$ cat src/rtl/rst_seq_pkg.sv
// Package: shared constants and helpers for the reset sequencer.
// Assumes RAM sizes of 64 or 128 bytes; any other value maps to the 64-byte start value.
package rst_seq_pkg;

    localparam int PC_W   = 15;
    localparam int PORT_W = 8;
    localparam int SP_W   = 8;

    // Stack pointer start value for a given RAM size.
    function automatic logic [SP_W-1:0] sp_start(input int ram_bytes);
        return (ram_bytes == 128) ? 8'h6F : 8'h2F;
    endfunction

endpackage

$ cat src/rtl/rst_cyc_tick.sv
// Instruction-cycle tick generator: one tick every DIV input clocks.
// Assumes DIV >= 2; the counter restarts at zero while rst_n is low.
module rst_cyc_tick #(
    parameter int DIV = 10
) (
    input  logic clk,
    input  logic rst_n,
    output logic tick
);
    localparam int CW = (DIV > 2) ? $clog2(DIV) : 1;
    localparam logic [CW-1:0] LAST = CW'(DIV - 1);

    logic [CW-1:0] div_cnt;

    // Free-running modulo-DIV counter.
    always_ff @(posedge clk) begin
        if (!rst_n)
            div_cnt <= '0;
        else if (div_cnt == LAST)
            div_cnt <= '0;
        else
            div_cnt <= div_cnt + 1'b1;
    end

    assign tick = rst_n && (div_cnt == LAST);

    AST_TICK_SPACED: assert property (@(posedge clk) disable iff (!rst_n)
        tick |=> !tick);

endmodule

$ cat src/rtl/rst_pin_filter.sv
// External reset pin conditioner: a two-flop synchronizer followed by a width check.
// Assumes the pin is asynchronous to clk. A low level is accepted once it has been
// seen for DIV synchronized clocks, and it stays accepted until the pin goes high.
module rst_pin_filter #(
    parameter int DIV = 10
) (
    input  logic clk,
    input  logic rst_n,
    input  logic pin_n,
    output logic valid
);
    localparam int CW = (DIV > 2) ? $clog2(DIV) : 1;
    localparam logic [CW-1:0] LAST = CW'(DIV - 1);

    logic sync1_q, sync2_q;
    logic [CW-1:0] low_cnt;

    // Bring the pin into the clock domain.
    always_ff @(posedge clk) begin
        if (!rst_n) begin
            sync1_q <= 1'b1;
            sync2_q <= 1'b1;
        end else begin
            sync1_q <= pin_n;
            sync2_q <= sync1_q;
        end
    end

    // Count consecutive low samples and flag a valid reset.
    always_ff @(posedge clk) begin
        if (!rst_n) begin
            low_cnt <= '0;
            valid   <= 1'b0;
        end else if (sync2_q) begin
            low_cnt <= '0;
            valid   <= 1'b0;
        end else if (low_cnt != LAST) begin
            low_cnt <= low_cnt + 1'b1;
        end else begin
            valid   <= 1'b1;
        end
    end

    AST_PIN_MIN_WIDTH: assert property (@(posedge clk) disable iff (!rst_n)
        $rose(valid) |-> (low_cnt == LAST));

    AST_PIN_DROP: assert property (@(posedge clk) disable iff (!rst_n)
        (sync2_q && valid) |=> !valid);

endmodule

$ cat src/rtl/rst_stretch_tmr.sv
// Idle down-counter for the reset stretch. A power-detect pulse presets it to all
// ones and arms it. It counts down once per tick and disarms on underflow; only a
// new power-detect pulse arms it again.
module rst_stretch_tmr #(
    parameter int TMR_W = 12
) (
    input  logic clk,
    input  logic rst_n,
    input  logic tick,
    output logic active
);
    logic [TMR_W-1:0] tmr_cnt;

    // Preset, count down on ticks, disarm on underflow.
    always_ff @(posedge clk) begin
        if (!rst_n) begin
            tmr_cnt <= '1;
            active  <= 1'b1;
        end else if (active && tick) begin
            if (tmr_cnt == '0)
                active <= 1'b0;
            else
                tmr_cnt <= tmr_cnt - 1'b1;
        end
    end

    AST_TMR_NO_REARM: assert property (@(posedge clk) disable iff (!rst_n)
        !active |=> !active);

    AST_TMR_HOLD: assert property (@(posedge clk) disable iff (!rst_n)
        !tick |=> ($stable(tmr_cnt) && $stable(active)));

    AST_TMR_UNDERFLOW_ONLY: assert property (@(posedge clk) disable iff (!rst_n)
        $fell(active) |-> ($past(tmr_cnt) == '0));

endmodule

$ cat src/rtl/rst_clk_mon.sv
// Clock-monitor flag. It stays low after power-up and whenever clk_good is low.
// It rises once clk_good has been high for MON_CYC ticks. Assumes MON_CYC is
// between 16 and 32.
module rst_clk_mon #(
    parameter int MON_CYC = 24
) (
    input  logic clk,
    input  logic rst_n,
    input  logic tick,
    input  logic clk_good,
    output logic ok
);
    localparam int MW      = $clog2(MON_CYC + 1);
    localparam int MIN_CYC = 16;

    logic [MW-1:0] mon_cnt;

    // Count ticks of good clock; restart when the clock is lost.
    always_ff @(posedge clk) begin
        if (!rst_n || !clk_good) begin
            mon_cnt <= '0;
            ok      <= 1'b0;
        end else if (tick && !ok) begin
            if (mon_cnt == MW'(MON_CYC - 1))
                ok <= 1'b1;
            else
                mon_cnt <= mon_cnt + 1'b1;
        end
    end

    AST_MON_DROP: assert property (@(posedge clk) disable iff (!rst_n)
        !clk_good |=> !ok);

    AST_MON_NOT_EARLY: assert property (@(posedge clk) disable iff (!rst_n)
        $rose(ok) |-> (mon_cnt >= MW'(MIN_CYC - 1)));

endmodule

$ cat src/rtl/rst_sequencer.sv
// Reset sequencer top. It combines the idle-counter stretch (when enabled) and the
// filtered external pin into one registered core reset. It drives the reset
// constants for the core and the watchdog inhibit, and hosts the clock monitor.
// Assumes pod_n is a synchronous active-low pulse that also resets this block.
module rst_sequencer
    import rst_seq_pkg::*;
#(
    parameter int DIV       = 10,
    parameter int TMR_W     = 12,
    parameter int MON_CYC   = 24,
    parameter int RAM_BYTES = 64,
    parameter int WD_W      = 2
) (
    input  logic              clk,
    input  logic              pod_n,
    input  logic              ext_rst_n,
    input  logic              por_en,
    input  logic              clk_good,
    output logic              core_rst_n,
    output logic [SP_W-1:0]   sp_rst,
    output logic [PC_W-1:0]   pc_rst,
    output logic [PORT_W-1:0] dport_rst,
    output logic [PORT_W-1:0] bio_cfg_rst,
    output logic [PORT_W-1:0] bio_dat_rst,
    output logic [WD_W-1:0]   wd_win_rst,
    output logic              wd_inhibit,
    output logic              clkmon_ok
);
    logic tick;
    logic ext_valid;
    logic stretch_act;
    logic core_q;

    rst_cyc_tick #(.DIV(DIV)) u_tick (
        .clk   (clk),
        .rst_n (pod_n),
        .tick  (tick)
    );

    rst_pin_filter #(.DIV(DIV)) u_pin (
        .clk   (clk),
        .rst_n (pod_n),
        .pin_n (ext_rst_n),
        .valid (ext_valid)
    );

    rst_stretch_tmr #(.TMR_W(TMR_W)) u_tmr (
        .clk    (clk),
        .rst_n  (pod_n),
        .tick   (tick),
        .active (stretch_act)
    );

    rst_clk_mon #(.MON_CYC(MON_CYC)) u_mon (
        .clk      (clk),
        .rst_n    (pod_n),
        .tick     (tick),
        .clk_good (clk_good),
        .ok       (clkmon_ok)
    );

    // Register the combined reset request so the core sees a glitch-free reset.
    always_ff @(posedge clk) begin
        if (!pod_n)
            core_q <= 1'b0;
        else
            core_q <= !(ext_valid || (por_en && stretch_act));
    end

    assign core_rst_n  = core_q;
    assign wd_inhibit  = !core_q;
    assign sp_rst      = sp_start(RAM_BYTES);
    assign pc_rst      = '0;
    assign dport_rst   = '1;
    assign bio_cfg_rst = '0;
    assign bio_dat_rst = '0;
    assign wd_win_rst  = '1;

    AST_CORE_HOLD: assert property (@(posedge clk) disable iff (!pod_n)
        (por_en && stretch_act) |=> !core_rst_n);

    AST_EXT_FORCE: assert property (@(posedge clk) disable iff (!pod_n)
        ext_valid |=> !core_rst_n);

    AST_CORE_FREE: assert property (@(posedge clk) disable iff (!pod_n)
        (!ext_valid && !(por_en && stretch_act)) |=> core_rst_n);

endmodule

$ cat config.mk
export PLATFORM = sky130hd
export DESIGN_NAME = rst_sequencer
export DESIGN_NICKNAME = d
export VERILOG_FILES = /design/src/rtl/rst_seq_pkg.sv /design/src/rtl/rst_cyc_tick.sv /design/src/rtl/rst_pin_filter.sv /design/src/rtl/rst_stretch_tmr.sv /design/src/rtl/rst_clk_mon.sv /design/src/rtl/rst_sequencer.sv
export SDC_FILE = /design/constraint.sdc
export NUM_CORES = 1
export LEC_CHECK = 0
export BUFFER_PORTS_ARGS = -buffer_cell sky130_fd_sc_hd__buf_2
export CORE_AREA = 5 5 67 69
export DETAILED_ROUTE_END_ITERATION = 6
export DIE_AREA = 0 0 72 74
export PLACE_DENSITY = 0.88
export SLEW_MARGIN = 20
export SYNTH_ARGS = -nofsm -noshare
export SYNTH_HDL_FRONTEND = slang
export SYNTH_SLANG_ARGS = --single-unit
$ cat constraint.sdc
create_clock -name clk -period 5.5 [get_ports clk]
set_input_delay 0.55 -clock clk [delete_from_list [all_inputs] [get_ports clk]]
set_output_delay 0.55 -clock clk [all_outputs]
set_load 0.005 [all_outputs]
==> results.md, run 1 <==
* Status: completed
* Die Height at 74 µm
* Post-layout nets at about 230
* Pwr Density at ~250 nW/µm²
* Fmax achieved at around 0.52 GHz
* Pins Over Slew Limit at 0
* H-Tree Depth at 2
* Root Buffer: clkbuf_8
* Synth area leaders: dfxtp_1 34%, buf_4 20%, ha_1 4.7%, nor2_1 3.2%, nand2_1 2.8%
* N_diodes at 0
* Top FF cell, synth: dfxtp_1
* Post_cts resized at 0
* Max Cap Violations at 0
* Startpoint types: flip-flop
* ANT nets after route at 0
* WL/cell at 11.3 µm
* Yosys warning count at 0
* TritonCTS clock tree: built
* Global-route wire length before repair at ~4900 µm
* Setup crit start: u_tmr.tmr_cnt[0]$_SDFFE_PN1P_
* R2R depth at 6
* Rows at 23
* Final setup TNS at 0 ns
* WP data required at 5.66 ns
* Drt pass-1 iters at 4
* Port bufs at 7
* Cell Area, Placed at 1740 µm²
* CTS sink count at 31
* Post-CTS Hold Buffers at 0
* CP top delay family: simple AND/OR/NAND/NOR gates
* Largest net degree at the start of global routing at 21
* CP max stage delay at about 0.36 ns
* Number of global-route vias before repair at around 1.2k
* Period utilisation layout at 34.8%
* Final Hold Fails at 0
* Final instance area at 1840 µm²
* Dpl ws at between 3 and 4 ns
* Area grow syn2layout at -0.540%
* Kind of critical path: flip-flop to flip-flop
* Mapped Area at roughly 1900 µm²
* Initial antenna violation count at 0
* DR vias at between 1k and 1.5k
* DP HPWL at between 2000 and 2500 µm
* Critical-path top delay cell: nor3b_1
* Area of the core at around 3900 µm²
* Worst setup margin at roughly 3.6 ns
* Flops & latches, synth at 31
* Clk_lat worst skew at roughly 0.29 ns
* Sequential share of the synthesized area at between 30 and 40%
* Capture point of the worst path: u_tmr.tmr_cnt[6]$_SDFFE_PN1P_
* Synth top area share at around 34%
* Type of the worst min-delay path: flip-flop to flip-flop
* Critical Path Fanout Max at 4
* Post-synth top area cell: dfxtp_1
* Commonest cells post-synth: 50 x buf_4, 31 x dfxtp_1, 16 x nor2_1, 14 x nand2_1, 9 x nand3_1
* Global-route usage over all layers at between 10% and 20%
* Crit path depth at 6
* Filler Cells Inserted at slightly below 400
* Die W at between 70 and 80 µm
* Critical Path, Cell by Cell: inv_1, ha_1, nor3b_1, nand3_1, nor4_2, mux2_1
* Top-count cell post-synth: buf_4
* Number of remaining DRC errors at 0
* Max Buffers Root-to-Sink at 2
* Hold_sp: u_pin.sync1_q$_SDFF_PN1_
* CTS clk-pin slew, worst paths at 0.06 ns
* Crit path buf inv count at 1
* I/O pin total at 57
* Lkg Pwr at between 0.0007 and 0.0008 µW
* Post-CTS setup buffer count at 0
* Initial Util at 48.0%
* Mapped Cells at 211
* CP arrival at ~2.1 ns
* Worst reg2reg endpoint: u_tmr.tmr_cnt[6]$_SDFFE_PN1P_
* Worst Skew at roughly 0.0095 ns
* Total grt overflow at 0
* DRT iter0 DRCs at 106
* Reg-to-Reg Start: u_tmr.tmr_cnt[0]$_SDFFE_PN1P_
* Layout cell share with drive strength beyond 1 at roughly 13%
* RSZ-0062 raised after global routing: no
* Num CTS Buffers at 5
* Yosys cell types at 44
* Fin crit period at 1.91 ns
* CP endpoint kind: flip-flop
* Via/cell ratio at around 4.8
* FF-to-FF setup slack at around 3.6 ns
* Final Wtd Congestion at 0.792
* Post-Route WL at around 3000 µm
* Die area at around 5300 µm²
* Number of synthesized flops with an enable pin at 0
* Final core occ at between 40% and 50%
* Avg Cell Area, Syn at between 8 and 9 µm²
* Setup violators final at 0
* Asr flop ratio synth at 0%
* Total power at 452 µW
* Maximum VDD drop at between 0.1 and 0.15 mV
## state kept, by name, summed over array words and instances (netlist names)
signal,count
u_pin.valid,1
u_pin.sync2_q,1
u_mon.mon_cnt,5
u_pin.low_cnt,4
u_tmr.tmr_cnt,12
u_pin.sync1_q,1
u_mon.ok,1
u_tick.div_cnt,4
core_rst_n,1
u_tmr.active,1
## layout make-up
class / count / area, µm² / area share [%]
clock buffer: 7 / 96.3 / 5.23
clock inverter: 1 / 7.51 / 0.408
inverter: 8 / 30.0 / 1.63
multi-input combinational: 166 / 990 / 53.7
sequential: 31 / 621 / 33.7
tap: 50 / 62.6 / 3.40
timing repair buffer: 7 / 35.0 / 1.90
## logic make-up after synthesis
group           share of synthesized area [%]
buf+inv                                  22.6
fa+ha+maj                                4.73
compound gates                           7.84
other cells                             0.406
xor+xnor                                 2.84
flops                                    33.5
simple gates                             24.9
mux                                      3.18
## worst min-delay path by stage
stage,endpoint,slack (ns),depth (start not counted)
after floorplan,u_pin.sync2_q$_SDFF_PN1_,0.39,1
final,u_pin.sync2_q$_SDFF_PN1_,0.41,1
after detailed placement,u_pin.sync2_q$_SDFF_PN1_,0.40,1
after global placement,u_pin.sync2_q$_SDFF_PN1_,0.39,1
after global routing,u_pin.sync2_q$_SDFF_PN1_,0.43,1
after CTS,u_pin.sync2_q$_SDFF_PN1_,0.41,1
## power by group
group	switching, µW	internal, µW	leakage [µW]
Combinational	17.2	6.13	0.000441
Clock	84.6	114	0.0000505
Sequential	2.40	228	0.000252
## metal layers
metal	wire length [µm]	global-route usage (%)	part of all wire (%)	up-vias
li1	-	-	-	643
met1	1310	12.2	43	597
met2	1490	19.9	49	33
met3	179	4.86	5.9	11
met4	80	8.14	2.6	0
met5	0	0	0	-
## through the flow
stage,hold WS (ns),instances
floorplan,0.386,258
global placement,0.395,262
detailed placement,0.398,262
CTS,0.414,270
global route,0.427,270
finish,0.409,270
## placed cells by master (no fill, tap or decap), drive strengths merged, types with 6 or more instances in the layout
cell type	n
buf	7
nand2	14
nand3	10
dfxtp	31
nor4	7
clkbuf	7
inv	8
nor2	16
ha	7
nor3	8
nand2b	6
conb	49
(Power assumes the default switching activity.)
==> run 2: changes to the inputs <==
Settings changed: CORE_AREA 5 5 67 69 to 5 5 70 72, DIE_AREA 0 0 72 74 to 0 0 75 77, PLACE_DENSITY 0.88 to 0.85.
Clock period 5.5 ns to 1.7 ns, I/O delays scaled along.
==> run 2 against run 1 <==
Register-to-register slack lost 3.5 ns. First-iteration DRC count shrank 61%. Die area grew 8.4%. Core utilization shrank 0.21 points. Combinational power grew to 3.6 times the previous value. Critical endpoint is now u_tmr.tmr_cnt[8]$_SDFFE_PN1P_. Largest cell class unchanged. Largest power group unchanged.
==> results.md, run 2 (synthesized netlist as in run 1, its figures left out) <==
* Layout cell share with drive strength beyond 1 at 23.8% (+11 points)
* Port bufs at 7 (unchanged)
* Critical Path Fanout Max at 5 (+1)
* DR vias at 1315 (+2.4%)
* Reg-to-Reg Start: u_tick.div_cnt[1]$_SDFF_PP0_
* Post-Route WL at 3210 µm (+5.0%)
* Total grt overflow at 0 (unchanged)
* Type of the worst min-delay path: input pin to flip-flop
* Area of the core at 4230 µm² (+9.8%)
* Pwr Density at 701 nW/µm² (+190%)
* Root Buffer: clkbuf_8
* Number of global-route vias before repair at 1196 (+2.2%)
* Die Height at 77 µm (+4.1%)
* Setup violators final at 0 (unchanged)
* Hold WS at 0.0700 ns (-0.339 ns)
* Maximum VDD drop at 0.426 mV (+300%)
* FF-to-FF setup slack at 0.04 ns (-3.55 ns)
* Die W at 75 µm (+4.2%)
* Most frequent cells in the layout: 49 x conb_1, 29 x dfxtp_1, 16 x nor2_1, 16 x buf_4, 14 x nand2_1
* Num CTS Buffers at 5 (unchanged)
* Max FFs per register at 12 (unchanged)
* Initial antenna violation count at 0 (unchanged)
* Worst Skew at 0.00288 ns (-0.00659 ns)
* CTS clk-pin slew, worst paths at 0.06 ns (about the same)
* Post-CTS Hold Buffers at 0 (unchanged)
* RSZ-0062 raised after global routing: yes
* CP endpoint kind: flip-flop
* DP HPWL at 2450 µm (+7.1%)
* Capture point of the worst path: u_tmr.tmr_cnt[8]$_SDFFE_PN1P_
* Number of remaining DRC errors at 0 (unchanged)
* Worst reg2reg endpoint: u_tmr.tmr_cnt[8]$_SDFFE_PN1P_
* Final Wtd Congestion at 0.792 (about the same)
* Via/cell ratio at 4.58 (-3.7%)
* Setup crit start: u_tick.div_cnt[1]$_SDFF_PP0_
* Fin crit period at 1.66 ns (-0.252 ns)
* R2R depth at 6 (unchanged)
* I/O pin total at 57 (unchanged)
* Clk_lat worst skew at 0.28 ns (about the same)
* Period utilisation layout at 97.6% (+63 points)
* Final core occ at 47.5% (-0.21 points)
* CTS sink count at 31 (unchanged)
* N_diodes at 0 (unchanged)
* DRT iter0 DRCs at 41 (-61%)
* WP data required at 1.87 ns (-3.79 ns)
* Commonest non-fill, non-tap cell in the layout: conb_1
* ANT nets after route at 0 (unchanged)
* Fmax achieved at 0.603 GHz (+15%)
* Final Hold Fails at 0 (unchanged)
* Kind of critical path: flip-flop to flip-flop
* Drt pass-1 iters at 4 (unchanged)
* Area grow syn2layout at 8.72%
* Max Buffers Root-to-Sink at 2 (unchanged)
* Pins Over Slew Limit at 0 (unchanged)
* CP arrival at 1.83 ns (-0.24 ns)
* Global-route wire length before repair at 5020 µm (+2.3%)
* H-Tree Depth at 2 (unchanged)
* Total power at 1410 µW (+210%)
* Max Cap Violations at 0 (unchanged)
* Filler Cells Inserted at 412 (+6.2%)
* Largest net degree at the start of global routing at 11 (-48%)
* Status: completed
* Die area at 5780 µm² (+8.4%)
* TritonCTS clock tree: built
* Biggest regs: u_tmr.tmr_cnt: 12 flops, u_mon.mon_cnt: 5 flops
* Initial Util at 43.7% (-4.3 points)
* Lkg Pwr at 0.000825 µW (+11%)
* Final setup TNS at 0 ns (unchanged)
* Startpoint types: flip-flop
* WL/cell at 11.2 µm (-1.2%)
* Rows at 24 (+4.3%)
* Post-layout nets at 247 (+6.9%)
* Largest Register: u_tmr.tmr_cnt
* Global-route usage over all layers at 11.1% (-0.74 points)
## run 2: cell types whose count changed in the layout (fill, tap and decap cells not counted), moves of 2 or more
cell     before  now
buf_4         0   16
dfxtp_2       0    2
inv_2         0    2
inv_1         8    6
nor4_1        4    1
nor4_4        0    2
dfxtp_1      31   29
## run 2: worst max-delay path, stage by stage (launching register included)
cell	delay, ns
dfxtp_1	0.32
inv_1	0.06
ha_1	0.16
and4b_4	0.30
nand2_1	0.12
nor4_4	0.26
mux2_4	0.32
## run 2: through the flow
| stage | std cells | setup WS [ns] | instance area (µm²) |
|---|---|---|---|
| 6_report | 287 | 0.0408 | 2010 |
| 5_1_grt | 287 | -0.0793 | 2010 |
| 4_1_cts | 285 | 0.0121 | 1950 |
| 3_5_place_dp | 278 | -0.0414 | 1860 |
| 3_3_place_gp | 278 | 0.0178 | 1860 |
| 2_1_floorplan | 258 | 0.00997 | 2040 |
## run 2: area by class of cell
class / instances / area (µm²) / area share, %
multi-input combinational: 166 / 1050 / 52.3
sequential: 31 / 623 / 31.0
timing repair buffer: 23 / 155 / 7.71
clock buffer: 6 / 82.6 / 4.10
tap: 52 / 65.1 / 3.23
inverter: 8 / 30.0 / 1.49
clock inverter: 1 / 5.00 / 0.249
## run 2: how the worst min path moves through the flow
stage          startpoint                       end  cells after the start
4_1_cts            por_en     core_rst_n$_SDFF_PN0_                      2
5_1_grt            por_en     core_rst_n$_SDFF_PN0_                      2
2_1_floorplan      por_en     core_rst_n$_SDFF_PN0_                      1
6_report           por_en     core_rst_n$_SDFF_PN0_                      2
3_5_place_dp       por_en     core_rst_n$_SDFF_PN0_                      2
3_3_place_gp    ext_rst_n  u_pin.sync1_q$_SDFF_PN1_                      2
## run 2: report_power, final
| part | total (µW) | leakage (µW) | internal (µW) | switching [µW] |
|---|---|---|---|---|
| Clock | 586 | 0.0000470 | 317 | 269 |
| Sequential | 743 | 0.000251 | 737 | 6.26 |
| Combinational | 83.5 | 0.000527 | 26.7 | 56.8 |
## run 2: repair_timing
action	in CTS	in global routing
buffers inserted	0	2
hold endpoints to repair	0	0
cloned	0	0
pin swaps	2	2
setup endpoints to repair	2	11
resized for setup	4	9
## run 2: metal layers
metal	track usage [%]	vias to the layer above	routed length, µm
li1	-	676	-
met1	12.4	597	1270
met2	18.7	35	1640
met3	4.05	7	241
met4	4.45	0	53
met5	0	-	0
